### config.mk
export PLATFORM = sky130hd
export DESIGN_NAME = stby_clk_ctrl
export DESIGN_NICKNAME = d
export VERILOG_FILES = /design/src/rtl/stby_pkg.sv /design/src/rtl/stby_fall_det.sv /design/src/rtl/stby_seq.sv /design/src/rtl/stby_en_map.sv /design/src/rtl/stby_clk_ctrl.sv
export SDC_FILE = /design/constraint.sdc
export NUM_CORES = 1
export LEC_CHECK = 0
export ABC_AREA = 1
export ABC_CLOCK_PERIOD_IN_PS = 2400
export CAP_MARGIN = 25
export CORE_AREA = 4 4 44 46
export CTS_CLUSTER_DIAMETER = 40
export DETAILED_ROUTE_END_ITERATION = 6
export DIE_AREA = 0 0 48 50
export HOLD_SLACK_MARGIN = 0.03
export SYNTH_ARGS = -nofsm -noshare
export SYNTH_HDL_FRONTEND = slang
export SYNTH_HIERARCHICAL = 1
export SYNTH_SLANG_ARGS = --single-unit
### constraint.sdc
create_clock -name clk -period 2.4 [get_ports clk]
set_clock_uncertainty 0.15 [all_clocks]
set_input_delay 0.24 -clock clk [delete_from_list [all_inputs] [get_ports clk]]
set_output_delay 0.24 -clock clk [all_outputs]
set_load 0.01 [all_outputs]
### src/rtl/stby_pkg.sv
// Shared types for the standby clock controller.
// Assumes: one state encoding shared by the sequencer and the enable decoder.
package stby_pkg;

    typedef enum logic [2:0] {
        ST_RUN    = 3'd0,
        ST_WAIT_P = 3'd1,   // wait, peripherals running
        ST_WAIT_A = 3'd2,   // wait, peripherals halted
        ST_STOP   = 3'd3,
        ST_STAB_W = 3'd4,   // stop return, waiting on watchdog MSB
        ST_STAB_E = 3'd5    // stop return, waiting on divider falling edge
    } stby_st_e;

    typedef struct packed {
        logic osc;
        logic base;
        logic pclk;
        logic cpu;
        logic bus;
    } clk_en_t;

    localparam int EN_W = $bits(clk_en_t);

endpackage

### src/rtl/stby_fall_det.sv
// Falling-edge detector for a slow divided clock level.
// Assumes: lvl is synchronous to clk; IDLE_LVL is the parked level after reset.
module stby_fall_det #(
    parameter logic IDLE_LVL = 1'b1
) (
    input  logic clk,
    input  logic rst_n,
    input  logic lvl,
    output logic fall
);
    logic prev_q;

    // Remember the level seen at the previous edge.
    always_ff @(posedge clk) begin
        if (!rst_n) prev_q <= IDLE_LVL;
        else        prev_q <= lvl;
    end

    // High at the last edge, low now.
    assign fall = prev_q & ~lvl;

endmodule

### src/rtl/stby_seq.sv
// Standby sequencer: tracks run, wait, stop and the two stop-return waits,
// and raises the watchdog preload and source-force requests.
// Assumes: inputs synchronous to clk; wait variant chosen when the request is accepted.
module stby_seq
    import stby_pkg::*;
#(
    parameter bit STOP_FIRST = 1'b1
) (
    input  logic     clk,
    input  logic     rst_n,
    input  logic     wait_req,
    input  logic     stop_req,
    input  logic     irq_ack,
    input  logic     pstop_cfg,
    input  logic     stp_ret_sel,
    input  logic     wdt_msb,
    input  logic     pf16_fall,
    output stby_st_e state,
    output logic     preload,
    output logic     force_src
);
    stby_st_e state_q, state_d;
    logic     go_wait, go_stop;
    logic     preload_q, force_q;

    // Pick request priority when both arrive together.
    generate
        if (STOP_FIRST) begin : g_stop_first
            assign go_stop = stop_req;
            assign go_wait = wait_req & ~stop_req;
        end else begin : g_wait_first
            assign go_wait = wait_req;
            assign go_stop = stop_req & ~wait_req;
        end
    endgenerate

    // Next-state selection.
    always_comb begin
        state_d = state_q;
        unique case (state_q)
            ST_RUN: begin
                if (go_stop)      state_d = ST_STOP;
                else if (go_wait) state_d = pstop_cfg ? ST_WAIT_A : ST_WAIT_P;
            end
            ST_WAIT_P, ST_WAIT_A: begin
                if (irq_ack) state_d = ST_RUN;
            end
            ST_STOP: begin
                if (irq_ack) state_d = stp_ret_sel ? ST_STAB_E : ST_STAB_W;
            end
            ST_STAB_W: begin
                if (!wdt_msb) state_d = ST_RUN;
            end
            ST_STAB_E: begin
                if (pf16_fall) state_d = ST_RUN;
            end
            default: state_d = ST_RUN;
        endcase
    end

    // State register.
    always_ff @(posedge clk) begin
        if (!rst_n) state_q <= ST_RUN;
        else        state_q <= state_d;
    end

    // Watchdog preload pulse and clock-source force flag.
    always_ff @(posedge clk) begin
        if (!rst_n) begin
            preload_q <= 1'b0;
            force_q   <= 1'b0;
        end else begin
            preload_q <= (state_q == ST_RUN) && go_stop;
            if ((state_q == ST_RUN) && go_stop)
                force_q <= 1'b1;
            else if (!wdt_msb && (state_q != ST_STOP))
                force_q <= 1'b0;
        end
    end

    assign state     = state_q;
    assign preload   = preload_q;
    assign force_src = force_q;

    p_wait_exit_r5: assert property (@(posedge clk) disable iff (!rst_n)
        ((state_q == ST_WAIT_P || state_q == ST_WAIT_A) && irq_ack) |=> (state_q == ST_RUN));

    p_wait_ignore_r6: assert property (@(posedge clk) disable iff (!rst_n)
        ((state_q == ST_WAIT_P) && !irq_ack) |=> (state_q == ST_WAIT_P));

    p_preload_pulse_r4: assert property (@(posedge clk) disable iff (!rst_n)
        preload_q |=> !preload_q);

    p_stab_hold_r7: assert property (@(posedge clk) disable iff (!rst_n)
        ((state_q == ST_STAB_W) && wdt_msb) |=> (state_q == ST_STAB_W));

    p_edge_wait_r8: assert property (@(posedge clk) disable iff (!rst_n)
        ((state_q == ST_STAB_E) && !pf16_fall) |=> (state_q == ST_STAB_E));

    p_both_req_r10: assert property (@(posedge clk) disable iff (!rst_n)
        ((state_q == ST_RUN) && wait_req && stop_req && STOP_FIRST) |=> (state_q == ST_STOP));

endmodule

### src/rtl/stby_en_map.sv
// Enable decoder: turns the sequencer state into the five clock enables.
// Assumes: a cleared enable makes the downstream gate park at its own idle level.
module stby_en_map
    import stby_pkg::*;
(
    input  stby_st_e state,
    output clk_en_t  en
);
    // Per-state enable pattern.
    always_comb begin
        unique case (state)
            ST_RUN:               en = '{osc: 1'b1, base: 1'b1, pclk: 1'b1, cpu: 1'b1, bus: 1'b1};
            ST_WAIT_P:            en = '{osc: 1'b1, base: 1'b1, pclk: 1'b1, cpu: 1'b0, bus: 1'b0};
            ST_WAIT_A:            en = '{osc: 1'b1, base: 1'b0, pclk: 1'b0, cpu: 1'b0, bus: 1'b0};
            ST_STOP:              en = '{osc: 1'b0, base: 1'b0, pclk: 1'b0, cpu: 1'b0, bus: 1'b0};
            ST_STAB_W, ST_STAB_E: en = '{osc: 1'b1, base: 1'b1, pclk: 1'b1, cpu: 1'b0, bus: 1'b0};
            default:              en = '{osc: 1'b1, base: 1'b1, pclk: 1'b1, cpu: 1'b1, bus: 1'b1};
        endcase
    end

endmodule

### src/rtl/stby_clk_ctrl.sv
// Standby clock gating controller top: sequencer, divider edge detector, enable decoder.
// Assumes: clk is always on; rst_n synchronous active-low; all inputs synchronous to clk.
module stby_clk_ctrl
    import stby_pkg::*;
#(
    parameter bit   STOP_FIRST = 1'b1,
    parameter logic PF_IDLE    = 1'b1
) (
    input  logic clk,
    input  logic rst_n,
    input  logic wait_req,
    input  logic stop_req,
    input  logic irq_ack,
    input  logic pstop_cfg,
    input  logic stp_ret_sel,
    input  logic wdt_msb,
    input  logic pf16_lvl,
    output logic osc_en,
    output logic base_clk_en,
    output logic pclk_en,
    output logic cpu_clk_en,
    output logic bus_clk_en,
    output logic wdt_preload,
    output logic wdt_src_force
);
    stby_st_e st;
    clk_en_t  en;
    logic     pf16_fall;

    stby_fall_det #(.IDLE_LVL(PF_IDLE)) u_fall (
        .clk   (clk),
        .rst_n (rst_n),
        .lvl   (pf16_lvl),
        .fall  (pf16_fall)
    );

    stby_seq #(.STOP_FIRST(STOP_FIRST)) u_seq (
        .clk         (clk),
        .rst_n       (rst_n),
        .wait_req    (wait_req),
        .stop_req    (stop_req),
        .irq_ack     (irq_ack),
        .pstop_cfg   (pstop_cfg),
        .stp_ret_sel (stp_ret_sel),
        .wdt_msb     (wdt_msb),
        .pf16_fall   (pf16_fall),
        .state       (st),
        .preload     (wdt_preload),
        .force_src   (wdt_src_force)
    );

    stby_en_map u_map (
        .state (st),
        .en    (en)
    );

    assign osc_en      = en.osc;
    assign base_clk_en = en.base;
    assign pclk_en     = en.pclk;
    assign cpu_clk_en  = en.cpu;
    assign bus_clk_en  = en.bus;

    p_reset_run_r1: assert property (@(posedge clk)
        !rst_n |=> (osc_en && base_clk_en && pclk_en && cpu_clk_en && bus_clk_en && !wdt_preload));

    p_stop_entry_r4: assert property (@(posedge clk) disable iff (!rst_n)
        (cpu_clk_en && stop_req) |=> (!osc_en && wdt_preload && wdt_src_force));

    p_run_irq_r12: assert property (@(posedge clk) disable iff (!rst_n)
        (cpu_clk_en && irq_ack && !wait_req && !stop_req) |=> cpu_clk_en);

endmodule

==> flow_summary.html <==
<table>
<tr><th>Metric</th><th>Value</th></tr>
<tr><th colspan="2">Synthesis</th></tr>
<tr><td>Total of flip-flops plus latches after synthesis</td><td>6</td></tr>
<tr><td>Synthesized instance count</td><td>57</td></tr>
<tr><td>Count of different cell masters after synthesis</td><td>15</td></tr>
<tr><td>Portion of synthesized cell area occupied by the leading cell type</td><td>between 30% and 40%</td></tr>
<tr><td>Dominant cells by area after synthesis</td><td>dfxtp_1 (33%), nand2_1 (13%), nor2_1 (10%)</td></tr>
<tr><td>Cell type with the largest total area after synthesis</td><td>dfxtp_1</td></tr>
<tr><td>Syn_nets</td><td>66</td></tr>
<tr><td>Sequential share of the synthesized area</td><td>about 33%</td></tr>
<tr><td>Mean cell area of the mapped netlist</td><td>6.300 um^2</td></tr>
<tr><td>Number of warnings reported in the yosys synthesis log</td><td>6</td></tr>
<tr><td>Mapped cell area</td><td>between 300 and 400 um^2</td></tr>
<tr><th colspan="2">Floorplanning</th></tr>
<tr><td>Placeable core region</td><td>approximately 1500 um^2</td></tr>
<tr><td>Starting Density</td><td>between 20% and 30%</td></tr>
<tr><td>Row Count</td><td>14</td></tr>
<tr><td>Number of placed I/O pins</td><td>16</td></tr>
<tr><td>Overall die height</td><td>approximately 50 um</td></tr>
<tr><td>Die area</td><td>2400 um^2</td></tr>
<tr><td>Die extent in x</td><td>48 um</td></tr>
<tr><th colspan="2">Clocking</th></tr>
<tr><td>Post-CTS setup-driven buffer insertion count</td><td>0</td></tr>
<tr><td>Clock Latency Late Sink</td><td>between 0.2 and 0.25 ns</td></tr>
<tr><td>Number of levels the H-tree was split into</td><td>1</td></tr>
<tr><td>CTS Buf Count</td><td>3</td></tr>
<tr><td>Count of hold buffers inserted by post-cts repair</td><td>0</td></tr>
<tr><td>Maximum buffer depth of the clock tree</td><td>2</td></tr>
<tr><td>Clock-pin slew on the worst setup and hold paths</td><td>0.05 ns</td></tr>
<tr><td>Post-CTS sizing</td><td>0</td></tr>
<tr><td>Clock tree from TritonCTS</td><td>yes</td></tr>
<tr><td>Clock tree root buffer cell</td><td>clkbuf_4</td></tr>
<tr><td>Clock net sink count</td><td>6</td></tr>
<tr><th colspan="2">STA</th></tr>
<tr><td>RSZ-0062 raised after global routing</td><td>no</td></tr>
<tr><td>Max_slew headroom</td><td>a little over four fifths</td></tr>
<tr><td>Slew at the pin with the worst max-slew slack</td><td>about 0.23 ns</td></tr>
<tr><td>Time the final worst path needs with I/O delays and setup</td><td>around 1.8 ns</td></tr>
<tr><td>Maximum clock frequency</td><td>548.8 MHz</td></tr>
<tr><td>Finish-stage setup viols</td><td>0</td></tr>
<tr><td>Max-slew violation count</td><td>0</td></tr>
<tr><td>Total count of hold-check failures in the final report</td><td>0</td></tr>
<tr><td>Portion of the clock cycle consumed by the worst path in the final layout</td><td>between 70 and 80%</td></tr>
<tr><td>Sum Neg Setup Slack</td><td>0 ns</td></tr>
<tr><td>Worst-case hold slack</td><td>~0.34 ns</td></tr>
<tr><th colspan="2">Drt</th></tr>
<tr><td>Count of routing violations after the opening detailed-route iteration</td><td>2</td></tr>
<tr><td>Vias after detailed routing</td><td>between 300 and 400</td></tr>
<tr><td>Via density per instance</td><td>4.090</td></tr>
<tr><td>Post-detailed-route count of antenna-violating nets</td><td>0</td></tr>
<tr><td>Total DRC errors in the routed layout</td><td>0</td></tr>
<tr><td>Overall routed net length</td><td>784 um</td></tr>
<tr><td>Average wire per cell in the routed design</td><td>roughly 8.8 um</td></tr>
<tr><td>Length of the first detailed-routing pass in iterations</td><td>2</td></tr>
<tr><th colspan="2">Run</th></tr>
<tr><td>Number of maximum-capacitance constraint violations</td><td>0</td></tr>
<tr><th colspan="2">Critical path</th></tr>
<tr><td>Element type at the critical path end</td><td>primary output</td></tr>
<tr><td>Required time at the endpoint of the critical path</td><td>between 2 and 2.5 ns</td></tr>
<tr><td>Maximum fanout along the worst path</td><td>5</td></tr>
<tr><td>Startpoint of the worst register-to-register path</td><td>u_seq/state[2]$_SDFFE_PN0P_</td></tr>
<tr><td>Worst Reg-to-Reg Cells</td><td>7</td></tr>
<tr><td>Setup crit start kind</td><td>flip-flop</td></tr>
<tr><td>Category of the critical setup timing path</td><td>flip-flop to primary output</td></tr>
<tr><td>Worst-path cell with the longest stage delay</td><td>clkdlybuf4s50_1</td></tr>
<tr><td>Worst endpoint data arrival time</td><td>1.43 ns</td></tr>
<tr><td>Ordered cell list for the critical path</td><td>nor2_2, nor2_1, clkdlybuf4s50_1</td></tr>
<tr><td>Delay of the slowest cell on the worst path</td><td>roughly 0.55 ns</td></tr>
<tr><td>Reg2Reg Setup Slack</td><td>1.17 ns</td></tr>
<tr><td>Reg2reg end</td><td>u_seq/state[0]$_SDFFE_PN0P_</td></tr>
<tr><th colspan="2">Global routing</th></tr>
<tr><td>Global router's overall resource usage</td><td>8.080%</td></tr>
<tr><td>Number of antenna violations at the first check in global routing</td><td>0</td></tr>
<tr><td>Pin count of the biggest net entering global routing</td><td>6</td></tr>
<tr><td>Vias in the first global route</td><td>approximately 390</td></tr>
<tr><td>Wire length of the first global-routing pass</td><td>1.366 mm</td></tr>
<tr><td>Aggregate global routing overflow</td><td>0</td></tr>
<tr><th colspan="2">Power and ir drop</th></tr>
<tr><td>Pwr Density</td><td>about 1100 nW/um^2</td></tr>
<tr><td>Maximum vdd ir drop</td><td>approximately 0.00036 V</td></tr>
<tr><td>Leakage power of the design</td><td>between 0.2 and 0.25 nW</td></tr>
<tr><td>Switching Power</td><td>0.2364 mW</td></tr>
<tr><td>Combinational cell fraction of total power</td><td>between 50% and 60%</td></tr>
<tr><td>Clk pwr share</td><td>between 10% and 20%</td></tr>
<tr><td>Net Sw Frac</td><td>between 40% and 50%</td></tr>
<tr><td>Sequential group share of total power</td><td>26.4%</td></tr>
<tr><td>Total power after layout</td><td>between 0.5 and 0.6 mW</td></tr>
<tr><td>Internal power</td><td>0.3455 mW</td></tr>
<tr><th colspan="2">Cells and area</th></tr>
<tr><td>Synthesis-to-finish area growth</td><td>49.48%</td></tr>
<tr><td>Fraction of layout cells with a size suffix above 1</td><td>20.55%</td></tr>
<tr><td>Commonest non-fill, non-tap cell in the layout</td><td>clkdlybuf4s50_1</td></tr>
<tr><td>Commonest cells after routing, fill and taps aside</td><td>clkdlybuf4s50_1 (15), nand2_1 (12), nor2_1 (10), inv_1 (8), dfxtp_1 (6)</td></tr>
<tr><td>Share of the core filled with cells</td><td>35.63%</td></tr>
<tr><td>Number of fill cells in the layout</td><td>164</td></tr>
<tr><td>Count of inserted antenna diode cells</td><td>0</td></tr>
<tr><td>Total number of nets in the final design</td><td>84</td></tr>
<tr><th colspan="2">Placed design</th></tr>
<tr><td>Weighted congestion reported at the end of routability-driven placement</td><td>about 0.75</td></tr>
<tr><td>Half-perimeter wire length after detailed placement</td><td>around 670 um</td></tr>
<tr><td>Count of buffers inserted at the top-level ports</td><td>15</td></tr>
<tr><th colspan="2">Worst hold path</th></tr>
<tr><td>Hold path start</td><td>u_seq/force_src$_SDFFE_PN0P_</td></tr>
<tr><td>Worst hold stages</td><td>2</td></tr>
<tr><td>Endpoint of the worst hold-timing path</td><td>u_seq/force_src$_SDFFE_PN0P_</td></tr>
<tr><td>Hold WC Path Type</td><td>flip-flop to flip-flop</td></tr>
<tr><th colspan="2">Run status</th></tr>
<tr><td>Outcome</td><td>complete, no violations</td></tr>
</table>
## cell usage after synthesis
cell type,n
dfxtp_1,6
o21ai_1,1
o21ai_0,1
nand2_1,12
buf_4,2
nor3_2,1
nand4_2,1
inv_2,4
nand3_1,2
a21oi_1,2
inv_1,8
nor2_1,10
nor2_2,2
nand2_2,4
o22ai_1,1
## through the flow
step | instances | setup WS (ns) | cell area, um^2
2_1_floorplan | 57 | 1.146 | 359.1
3_3_place_gp | 86 | 0.8425 | 514.2
6_report | 89 | 0.5780 | 536.8
3_5_place_dp | 86 | 0.8139 | 514.2
5_1_grt | 89 | 0.4448 | 536.8
4_1_cts | 89 | 0.5542 | 536.8
## kinds of logic after synthesis
kind of cell	synth area share [%]
flops	33.45
buf+inv	16.72
compound gates	7.316
simple gates	42.51
## power by group through the flow
stage	sequential, mW	combinational [mW]	clock (mW)
after global placement	0.156	0.334	0
final	0.154	0.337	0.0909
after CTS	0.154	0.341	0.0942
after global routing	0.158	0.380	0.103
after detailed placement	0.155	0.339	0
after floorplan	0.155	0.223	0
## per-layer routing
metal / part of all wire (%) / wire length (um) / vias up / GRT usage, %
li1: - / - / 205 / -
met1: 43 / 335 / 151 / 8.460
met2: 54 / 425 / 8 / 13.22
met3: 2.9 / 23 / 0 / 1.091
met4: 0 / 0 / 0 / 6.726
met5: 0 / 0 / - / 0
## worst max path at each step
| stage | start | to | slack, ns |
|---|---|---|---|
| after floorplan | u_seq/state[2]$_SDFFE_PN0P_ | cpu_clk_en | 1.15 |
| after global placement | u_seq/state[2]$_SDFFE_PN0P_ | bus_clk_en | 0.84 |
| after detailed placement | u_seq/state[2]$_SDFFE_PN0P_ | bus_clk_en | 0.81 |
| after CTS | u_seq/state[2]$_SDFFE_PN0P_ | bus_clk_en | 0.55 |
| after global routing | u_seq/state[2]$_SDFFE_PN0P_ | cpu_clk_en | 0.44 |
| final | u_seq/state[2]$_SDFFE_PN0P_ | bus_clk_en | 0.58 |
## layout make-up
cell class	count	area [um^2]	share of cell area (%)
multi-input combinational	37	178.9	33.33
timing repair buffer	15	150.1	27.97
sequential	6	120.1	22.38
inverter	12	45.04	8.392
clock buffer	3	22.52	4.196
tap	16	20.02	3.730
## worst max-delay path, delay by kind of cell (launching register included)
family        cells  cell delay, ns
buf+inv           1            0.55
flops             1            0.43
simple gates      2            0.21
## state kept, by name, indices dropped and copies added (netlist names)
register,flops
u_seq/state,3
u_seq/preload,1
u_seq/force_src,1
u_fall/prev_q,1
Note: power is estimated with default switching activity, not from simulation.
